## src/rtl/accel_ctrl_pkg.sv

```systemverilog
package accel_ctrl_pkg;
    localparam int unsigned CMD_W    = 8;
    localparam int unsigned STAT_W   = 8;
    localparam int unsigned N_SW     = 4;
    localparam int unsigned N_REC    = 2;
    localparam int unsigned N_FEXT   = 3;
    localparam int unsigned SW_LSB   = 0;
    localparam int unsigned REC_LSB  = SW_LSB + N_SW;
    localparam int unsigned FEXT_LSB = REC_LSB + N_REC;
    localparam int unsigned BIT_BUS  = FEXT_LSB + N_FEXT;
    localparam int unsigned BIT_WIPE = BIT_BUS + 1;
    localparam int unsigned BIT_FSW  = BIT_WIPE + 1;
    localparam int unsigned ERR_W    = BIT_FSW + 1;

    localparam logic [CMD_W-1:0] CMD_RUN    = 8'hA5;
    localparam logic [CMD_W-1:0] CMD_WIPE_D = 8'h3C;
    localparam logic [CMD_W-1:0] CMD_WIPE_I = 8'h96;

    localparam logic [STAT_W-1:0] ST_IDLE      = 8'h00;
    localparam logic [STAT_W-1:0] ST_BUSY_RUN  = 8'h01;
    localparam logic [STAT_W-1:0] ST_BUSY_WD   = 8'h02;
    localparam logic [STAT_W-1:0] ST_BUSY_WI   = 8'h03;
    localparam logic [STAT_W-1:0] ST_BUSY_WINT = 8'h04;
    localparam logic [STAT_W-1:0] ST_LOCKED    = 8'hFF;

    typedef enum logic [2:0] {
        CS_WIPE_INT,
        CS_IDLE,
        CS_RUN,
        CS_RUN_WIPE,
        CS_WIPE_D,
        CS_WIPE_I,
        CS_LOCKED
    } ctrl_state_e;
endpackage

```

## src/rtl/accel_err_classify.sv

```systemverilog
module accel_err_classify
    import accel_ctrl_pkg::*;
(
    input  logic              in_run_i,
    input  logic              in_int_wipe_i,
    input  logic              sw_fatal_en_i,
    input  logic [N_SW-1:0]   sw_err_i,
    input  logic [N_REC-1:0]  rec_err_i,
    input  logic [N_FEXT-1:0] fatal_ext_i,
    input  logic              bus_illegal_i,
    input  logic              wipe_fail_i,
    output logic              fatal_hit_o,
    output logic              rec_hit_o,
    output logic [ERR_W-1:0]  fatal_code_o,
    output logic [ERR_W-1:0]  rec_code_o
);
    logic sw_seen;

    always_comb begin
        sw_seen      = in_run_i && (|sw_err_i);
        fatal_code_o = '0;
        fatal_code_o[FEXT_LSB +: N_FEXT] = fatal_ext_i;
        fatal_code_o[BIT_BUS]  = bus_illegal_i;
        fatal_code_o[BIT_WIPE] = in_int_wipe_i && wipe_fail_i;
        fatal_code_o[BIT_FSW]  = sw_seen && sw_fatal_en_i;
        rec_code_o = '0;
        if (in_run_i) begin
            if (!sw_fatal_en_i) begin
                rec_code_o[SW_LSB +: N_SW] = sw_err_i;
            end
            rec_code_o[REC_LSB +: N_REC] = rec_err_i;
        end
        fatal_hit_o = |fatal_code_o;
        rec_hit_o   = (|rec_code_o) && !fatal_hit_o;
    end
endmodule

```

## src/rtl/accel_bus_gate.sv

```systemverilog
module accel_bus_gate #(
    parameter int unsigned DW = 32
) (
    input  logic          host_req_i,
    input  logic          host_we_i,
    input  logic          open_i,
    input  logic          locked_i,
    input  logic [DW-1:0] mem_rdata_i,
    output logic          mem_en_o,
    output logic          mem_we_o,
    output logic [DW-1:0] host_rdata_o,
    output logic          illegal_o
);
    assign mem_en_o     = host_req_i && open_i;
    assign mem_we_o     = host_req_i && open_i && host_we_i;
    assign host_rdata_o = open_i ? mem_rdata_i : '0;
    assign illegal_o    = host_req_i && !open_i && !locked_i;
endmodule

```

## src/rtl/accel_state_ctrl.sv

```systemverilog
module accel_state_ctrl
    import accel_ctrl_pkg::*;
#(
    parameter int unsigned DATA_W = 32
) (
    input  logic              clk_i,
    input  logic              rst_ni,
    input  logic              cmd_we_i,
    input  logic [CMD_W-1:0]  cmd_wdata_i,
    input  logic              sw_fatal_en_i,
    input  logic              errbits_clr_i,
    output logic [STAT_W-1:0] status_o,
    output logic              idle_o,
    output logic              done_irq_o,
    output logic [ERR_W-1:0]  err_bits_o,
    output logic [ERR_W-1:0]  fatal_cause_o,
    input  logic              host_mem_req_i,
    input  logic              host_mem_we_i,
    output logic [DATA_W-1:0] host_rdata_o,
    output logic              mem_en_o,
    output logic              mem_we_o,
    input  logic [DATA_W-1:0] mem_rdata_i,
    output logic              exec_req_o,
    input  logic              exec_done_i,
    output logic              wipe_int_req_o,
    input  logic              wipe_int_ack_i,
    input  logic              wipe_int_fail_i,
    output logic              wipe_dmem_req_o,
    input  logic              wipe_dmem_ack_i,
    output logic              wipe_imem_req_o,
    input  logic              wipe_imem_ack_i,
    input  logic [N_SW-1:0]   sw_err_i,
    input  logic [N_REC-1:0]  rec_err_i,
    input  logic [N_FEXT-1:0] fatal_err_i,
    output logic              alert_rec_o,
    output logic              alert_fatal_o
);
    ctrl_state_e state_q, state_d;
    logic fatal_hit, rec_hit, bus_illegal;
    logic [ERR_W-1:0] fatal_code, rec_code;
    logic busy_q, end_busy, run_cmd;
    logic done_q, arec_q, afatal_q, lk_d_q, lk_i_q;
    logic [ERR_W-1:0] err_q, cause_q;

    accel_bus_gate #(.DW(DATA_W)) i_gate (
        .host_req_i   (host_mem_req_i),
        .host_we_i    (host_mem_we_i),
        .open_i       (state_q == CS_IDLE),
        .locked_i     (state_q == CS_LOCKED),
        .mem_rdata_i  (mem_rdata_i),
        .mem_en_o     (mem_en_o),
        .mem_we_o     (mem_we_o),
        .host_rdata_o (host_rdata_o),
        .illegal_o    (bus_illegal)
    );

    accel_err_classify i_class (
        .in_run_i      (state_q == CS_RUN),
        .in_int_wipe_i ((state_q == CS_WIPE_INT) || (state_q == CS_RUN_WIPE)),
        .sw_fatal_en_i (sw_fatal_en_i),
        .sw_err_i      (sw_err_i),
        .rec_err_i     (rec_err_i),
        .fatal_ext_i   (fatal_err_i),
        .bus_illegal_i (bus_illegal),
        .wipe_fail_i   (wipe_int_fail_i),
        .fatal_hit_o   (fatal_hit),
        .rec_hit_o     (rec_hit),
        .fatal_code_o  (fatal_code),
        .rec_code_o    (rec_code)
    );

    // Next-state logic; a fatal event overrides every other transition.
    always_comb begin
        state_d = state_q;
        unique case (state_q)
            CS_WIPE_INT: if (wipe_int_ack_i) state_d = CS_IDLE;
            CS_IDLE: begin
                if (cmd_we_i) begin
                    case (cmd_wdata_i)
                        CMD_RUN:    state_d = CS_RUN;
                        CMD_WIPE_D: state_d = CS_WIPE_D;
                        CMD_WIPE_I: state_d = CS_WIPE_I;
                        default:    state_d = CS_IDLE;
                    endcase
                end
            end
            CS_RUN:      if (rec_hit || exec_done_i) state_d = CS_RUN_WIPE;
            CS_RUN_WIPE: if (wipe_int_ack_i) state_d = CS_IDLE;
            CS_WIPE_D:   if (wipe_dmem_ack_i) state_d = CS_IDLE;
            CS_WIPE_I:   if (wipe_imem_ack_i) state_d = CS_IDLE;
            CS_LOCKED:   state_d = CS_LOCKED;
            default:     state_d = CS_LOCKED;
        endcase
        if (fatal_hit) state_d = CS_LOCKED;
    end

    assign busy_q   = (state_q != CS_IDLE) && (state_q != CS_LOCKED);
    assign end_busy = busy_q && ((state_d == CS_IDLE) || (state_d == CS_LOCKED));
    assign run_cmd  = (state_q == CS_IDLE) && cmd_we_i && (cmd_wdata_i == CMD_RUN);

    // State register.
    always_ff @(posedge clk_i or negedge rst_ni) begin
        if (!rst_ni) state_q <= CS_WIPE_INT;
        else         state_q <= state_d;
    end

    // Registered outputs: interrupt, alerts, error records, lock-time wipes.
    always_ff @(posedge clk_i or negedge rst_ni) begin
        if (!rst_ni) begin
            done_q   <= 1'b0;
            arec_q   <= 1'b0;
            afatal_q <= 1'b0;
            lk_d_q   <= 1'b0;
            lk_i_q   <= 1'b0;
            err_q    <= '0;
            cause_q  <= '0;
        end else begin
            done_q   <= end_busy;
            arec_q   <= rec_hit;
            afatal_q <= afatal_q || fatal_hit;
            cause_q  <= cause_q | fatal_code;
            if (fatal_hit && state_q != CS_LOCKED) begin
                lk_d_q <= 1'b1;
                lk_i_q <= 1'b1;
            end else begin
                if (wipe_dmem_ack_i) lk_d_q <= 1'b0;
                if (wipe_imem_ack_i) lk_i_q <= 1'b0;
            end
            if (fatal_hit && state_q == CS_RUN)            err_q <= fatal_code;
            else if (rec_hit)                              err_q <= rec_code;
            else if (run_cmd)                              err_q <= '0;
            else if (errbits_clr_i && state_q != CS_RUN &&
                     state_q != CS_RUN_WIPE)               err_q <= '0;
        end
    end

    // Output decode.
    always_comb begin
        unique case (state_q)
            CS_WIPE_INT: status_o = ST_BUSY_WINT;
            CS_IDLE:     status_o = ST_IDLE;
            CS_RUN:      status_o = ST_BUSY_RUN;
            CS_RUN_WIPE: status_o = ST_BUSY_RUN;
            CS_WIPE_D:   status_o = ST_BUSY_WD;
            CS_WIPE_I:   status_o = ST_BUSY_WI;
            default:     status_o = ST_LOCKED;
        endcase
        idle_o          = (state_q == CS_IDLE);
        exec_req_o      = (state_q == CS_RUN);
        wipe_int_req_o  = (state_q == CS_WIPE_INT) || (state_q == CS_RUN_WIPE);
        wipe_dmem_req_o = (state_q == CS_WIPE_D) || lk_d_q;
        wipe_imem_req_o = (state_q == CS_WIPE_I) || lk_i_q;
        done_irq_o      = done_q;
        alert_rec_o     = arec_q;
        alert_fatal_o   = afatal_q;
        err_bits_o      = err_q;
        fatal_cause_o   = cause_q;
    end
endmodule

```

## config.mk

```make
export PLATFORM = sky130hd
export DESIGN_NAME = accel_state_ctrl
export DESIGN_NICKNAME = d
export VERILOG_FILES = /design/src/rtl/accel_ctrl_pkg.sv /design/src/rtl/accel_err_classify.sv /design/src/rtl/accel_bus_gate.sv /design/src/rtl/accel_state_ctrl.sv
export SDC_FILE = /design/constraint.sdc
export NUM_CORES = 1
export LEC_CHECK = 0
export ABC_AREA = 1
export BUFFER_PORTS_ARGS = -buffer_cell sky130_fd_sc_hd__buf_2
export CAP_MARGIN = 30
export CORE_MARGIN = 3
export CORE_UTILIZATION = 35
export DETAILED_ROUTE_END_ITERATION = 8
export PLACE_DENSITY = 0.73
export SLEW_MARGIN = 20
export SYNTH_ARGS = -nofsm -noshare
export SYNTH_HDL_FRONTEND = slang
export SYNTH_SLANG_ARGS = --single-unit
```

## constraint.sdc

```tcl
create_clock -name clk_i -period 1.4 [get_ports clk_i]
set_input_delay 0.21 -clock clk_i [delete_from_list [all_inputs] [get_ports clk_i]]
set_output_delay 0.21 -clock clk_i [all_outputs]
set_load 0.01 [all_outputs]
```

==> metrics.txt <==
outcome finished, violations left; failing checks negative setup slack; Core ar. 4560 µm²; Routed wire per std cell 14.3 µm; Hold Slack 109 ps; startpoint types register; Seq cells post-synth 26; fin cells 485; detailed placement HPWL 4470 µm; antenna cell count 0; CP max-delay cell dfrtp_1; NetSw 0.381 mW; drt pass-1 iters 4; final instance area 3350 µm²; chip height 76.2 µm; max-slew violation count 0; Setup WS post-layout -343 ps; top post-synthesis cells by area dfrtp_1 38%, inv_1 14%, nor2_1 10%; first-pass GRT wire length 9590 µm; Max Freq 574 MHz; maxcap violations 0; internal power 1.23 mW; leakage 1.85 nW; min-delay worst type input pin to register; Setup-failing EPs final 66; Top FF cell, synth dfrtp_1; total clock sinks 26; required time of the critical path 1190 ps; vias in the first global route 2067; RSZ-0062 raised after global routing yes; Critical Path AT 1530 ps; final hold vios 0; H-tree levels 1; DR vias 2192; Avg Inst Size Synth 6.79 µm²; insertion delay to the later sink of the worst-skew pair 280 ps; TritonCTS clock tree yes; slew margin rel. 62.0%; All-Layer GR Usage 19.8%; sequential share of power 46.5%; Worst Skew 7.59 ps; most instantiated library cell after synthesis inv_1; area grow syn2layout 94.3%; Crit Path Max Fanout 8; initial core utilization 37.8%; DRC violations left 0; layout cells sized above 1 63.3%; Worst setup EP type primary output; CP cell instances buf_4 -> nand3_4 -> buf_12 -> buf_16 -> nor2_1 -> buf_2; PortBufs 128; fraction of registers with async set/reset 100%; peak supply drop 448 µV; Synth area leader dfrtp_1; Die X 76.2 µm; final antenna-violating net count 0; Reg clk slew, reported paths 100 ps; placed cells 462; IO Count 135; antenna violations before repair 0; CTS Root Cell clkbuf_8; logic gate share of total power 14.0%; final wirelength 6920 µm; crit path kind register to primary output; EDFF count, synth 0; Post-DP Area 2570 µm²; synthesized cell area 1720 µm²; cts bufs inserted 3; largest net degree at the start of global routing 27; power share of the clock group 39.5%; worst slew pin tran 570 ps; pre-CTS setup slack -179 ps; top-area cell type share of the netlist area 37.7%; Syn Inst Count 254; vias per cell 4.52; FP Rows 24; fin util 73.4%; critical path buffer and inverter count 4; Pwr per Cell Area 482 nW/µm²; delay-heaviest family, CP buffers and inverters; nets 482; Iteration-0 DRC Markers 85; total global routing overflow 0; Commonest cells post-synth 65 x inv_1, 46 x nor2_1, 34 x nand2_1; Die ar. 5800 µm²; period utilisation layout 125%; Synth warnings 0; total chip power 1.61 mW; Worst path max stage delay 430 ps; sequential element share of the synthesized area 37.7%; Routability Congestion 0.864; min cycle time layout 1740 ps; sw frac 23.6%; Max Root-Sink Buffers 2; setup TNS -14330 ps; Synth cell types 24
## repair_timing
action,in CTS,in global routing
gates resized for setup,53,79
setup buffers,7,9
cloned,2,1
hold buffers,1,0
setup endpoints to repair,63,66
pin swaps,8,9
hold endpoints to repair,26,0
## power groups by stage
stage,Combinational [mW],Sequential (mW),Clock (mW)
2_1_floorplan,0.0737,0.765,0
3_3_place_gp,0.185,0.765,0
3_5_place_dp,0.190,0.765,0
4_1_cts,0.202,0.750,0.640
5_1_grt,0.250,0.750,0.671
6_report,0.226,0.750,0.637
## registers in the layout, summed over array words and instances, names as in the netlist
register	flops
lk_d_q	1
done_irq_o	1
lk_i_q	1
alert_fatal_o	1
alert_rec_o	1
err_bits_o	12
fatal_cause_o	6
state_q	3
## per-layer routing
metal,vias up,part of all wire (%),GRT usage (%)
li1,1062,-,-
met1,1034,38,24.1
met2,80,55,36.7
met3,16,3.9,2.36
met4,0,2.6,5.43
met5,-,0,0
## worst reg2reg max path, cell delays in order, from the launching register on
cell and delay, ps:
dfrtp_1 440, buf_4 170, nand3_4 130, buf_6 140, nor2_1 50, inv_1 70, nor2_1 40, a21oi_1 200
nand3_4 100, buf_6 150, o21ai_2 110
## final timing paths
| check | from | end | slack [ps] | depth (start not counted) |
|---|---|---|---|---|
| setup / recovery | state_q[0] | host_rdata_o[28] | -340 | 6 |
| hold / removal | wipe_imem_ack_i | lk_i_q | 110 | 2 |
| setup reg to reg | state_q[0] | err_bits_o[2] | -280 | 10 |
| hold reg to reg | fatal_cause_o[11] | fatal_cause_o[11] | 470 | 2 |
| max in group asynchronous | rst_ni | err_bits_o[4] | 540 | 2 |
| min in group asynchronous | rst_ni | fatal_cause_o[10] | 480 | 2 |
## cell families after synthesis
group,Yosys count,synth area share [%]
compound gates,25,9.80
flops,26,37.7
other cells,1,0.217
buf+inv,85,22.1
simple gates,117,30.2
## cell type report
cell class                      instances  area, µm²
Timing Repair Buffer                  175       1260
Fill cell                             350       1210
Multi-Input combinational cell        148       1030
Sequential cell                        26        651
Inverter                               67        259
Tap cell                               65       81.3
Clock buffer                            3       41.3
Clock inverter                          1       30.0
## cell usage in the layout (no fill, tap or decap), types with 6 or more instances in the layout
master,instances
conb_1,6
dfrtp_1,26
nor2_2,17
o21ai_2,9
buf_6,32
nor2_1,13
inv_1,60
nor2_4,18
nand2_2,14
nand3_1,13
buf_4,32
nand2_1,19
buf_2,105
(Power assumes the default switching activity.)
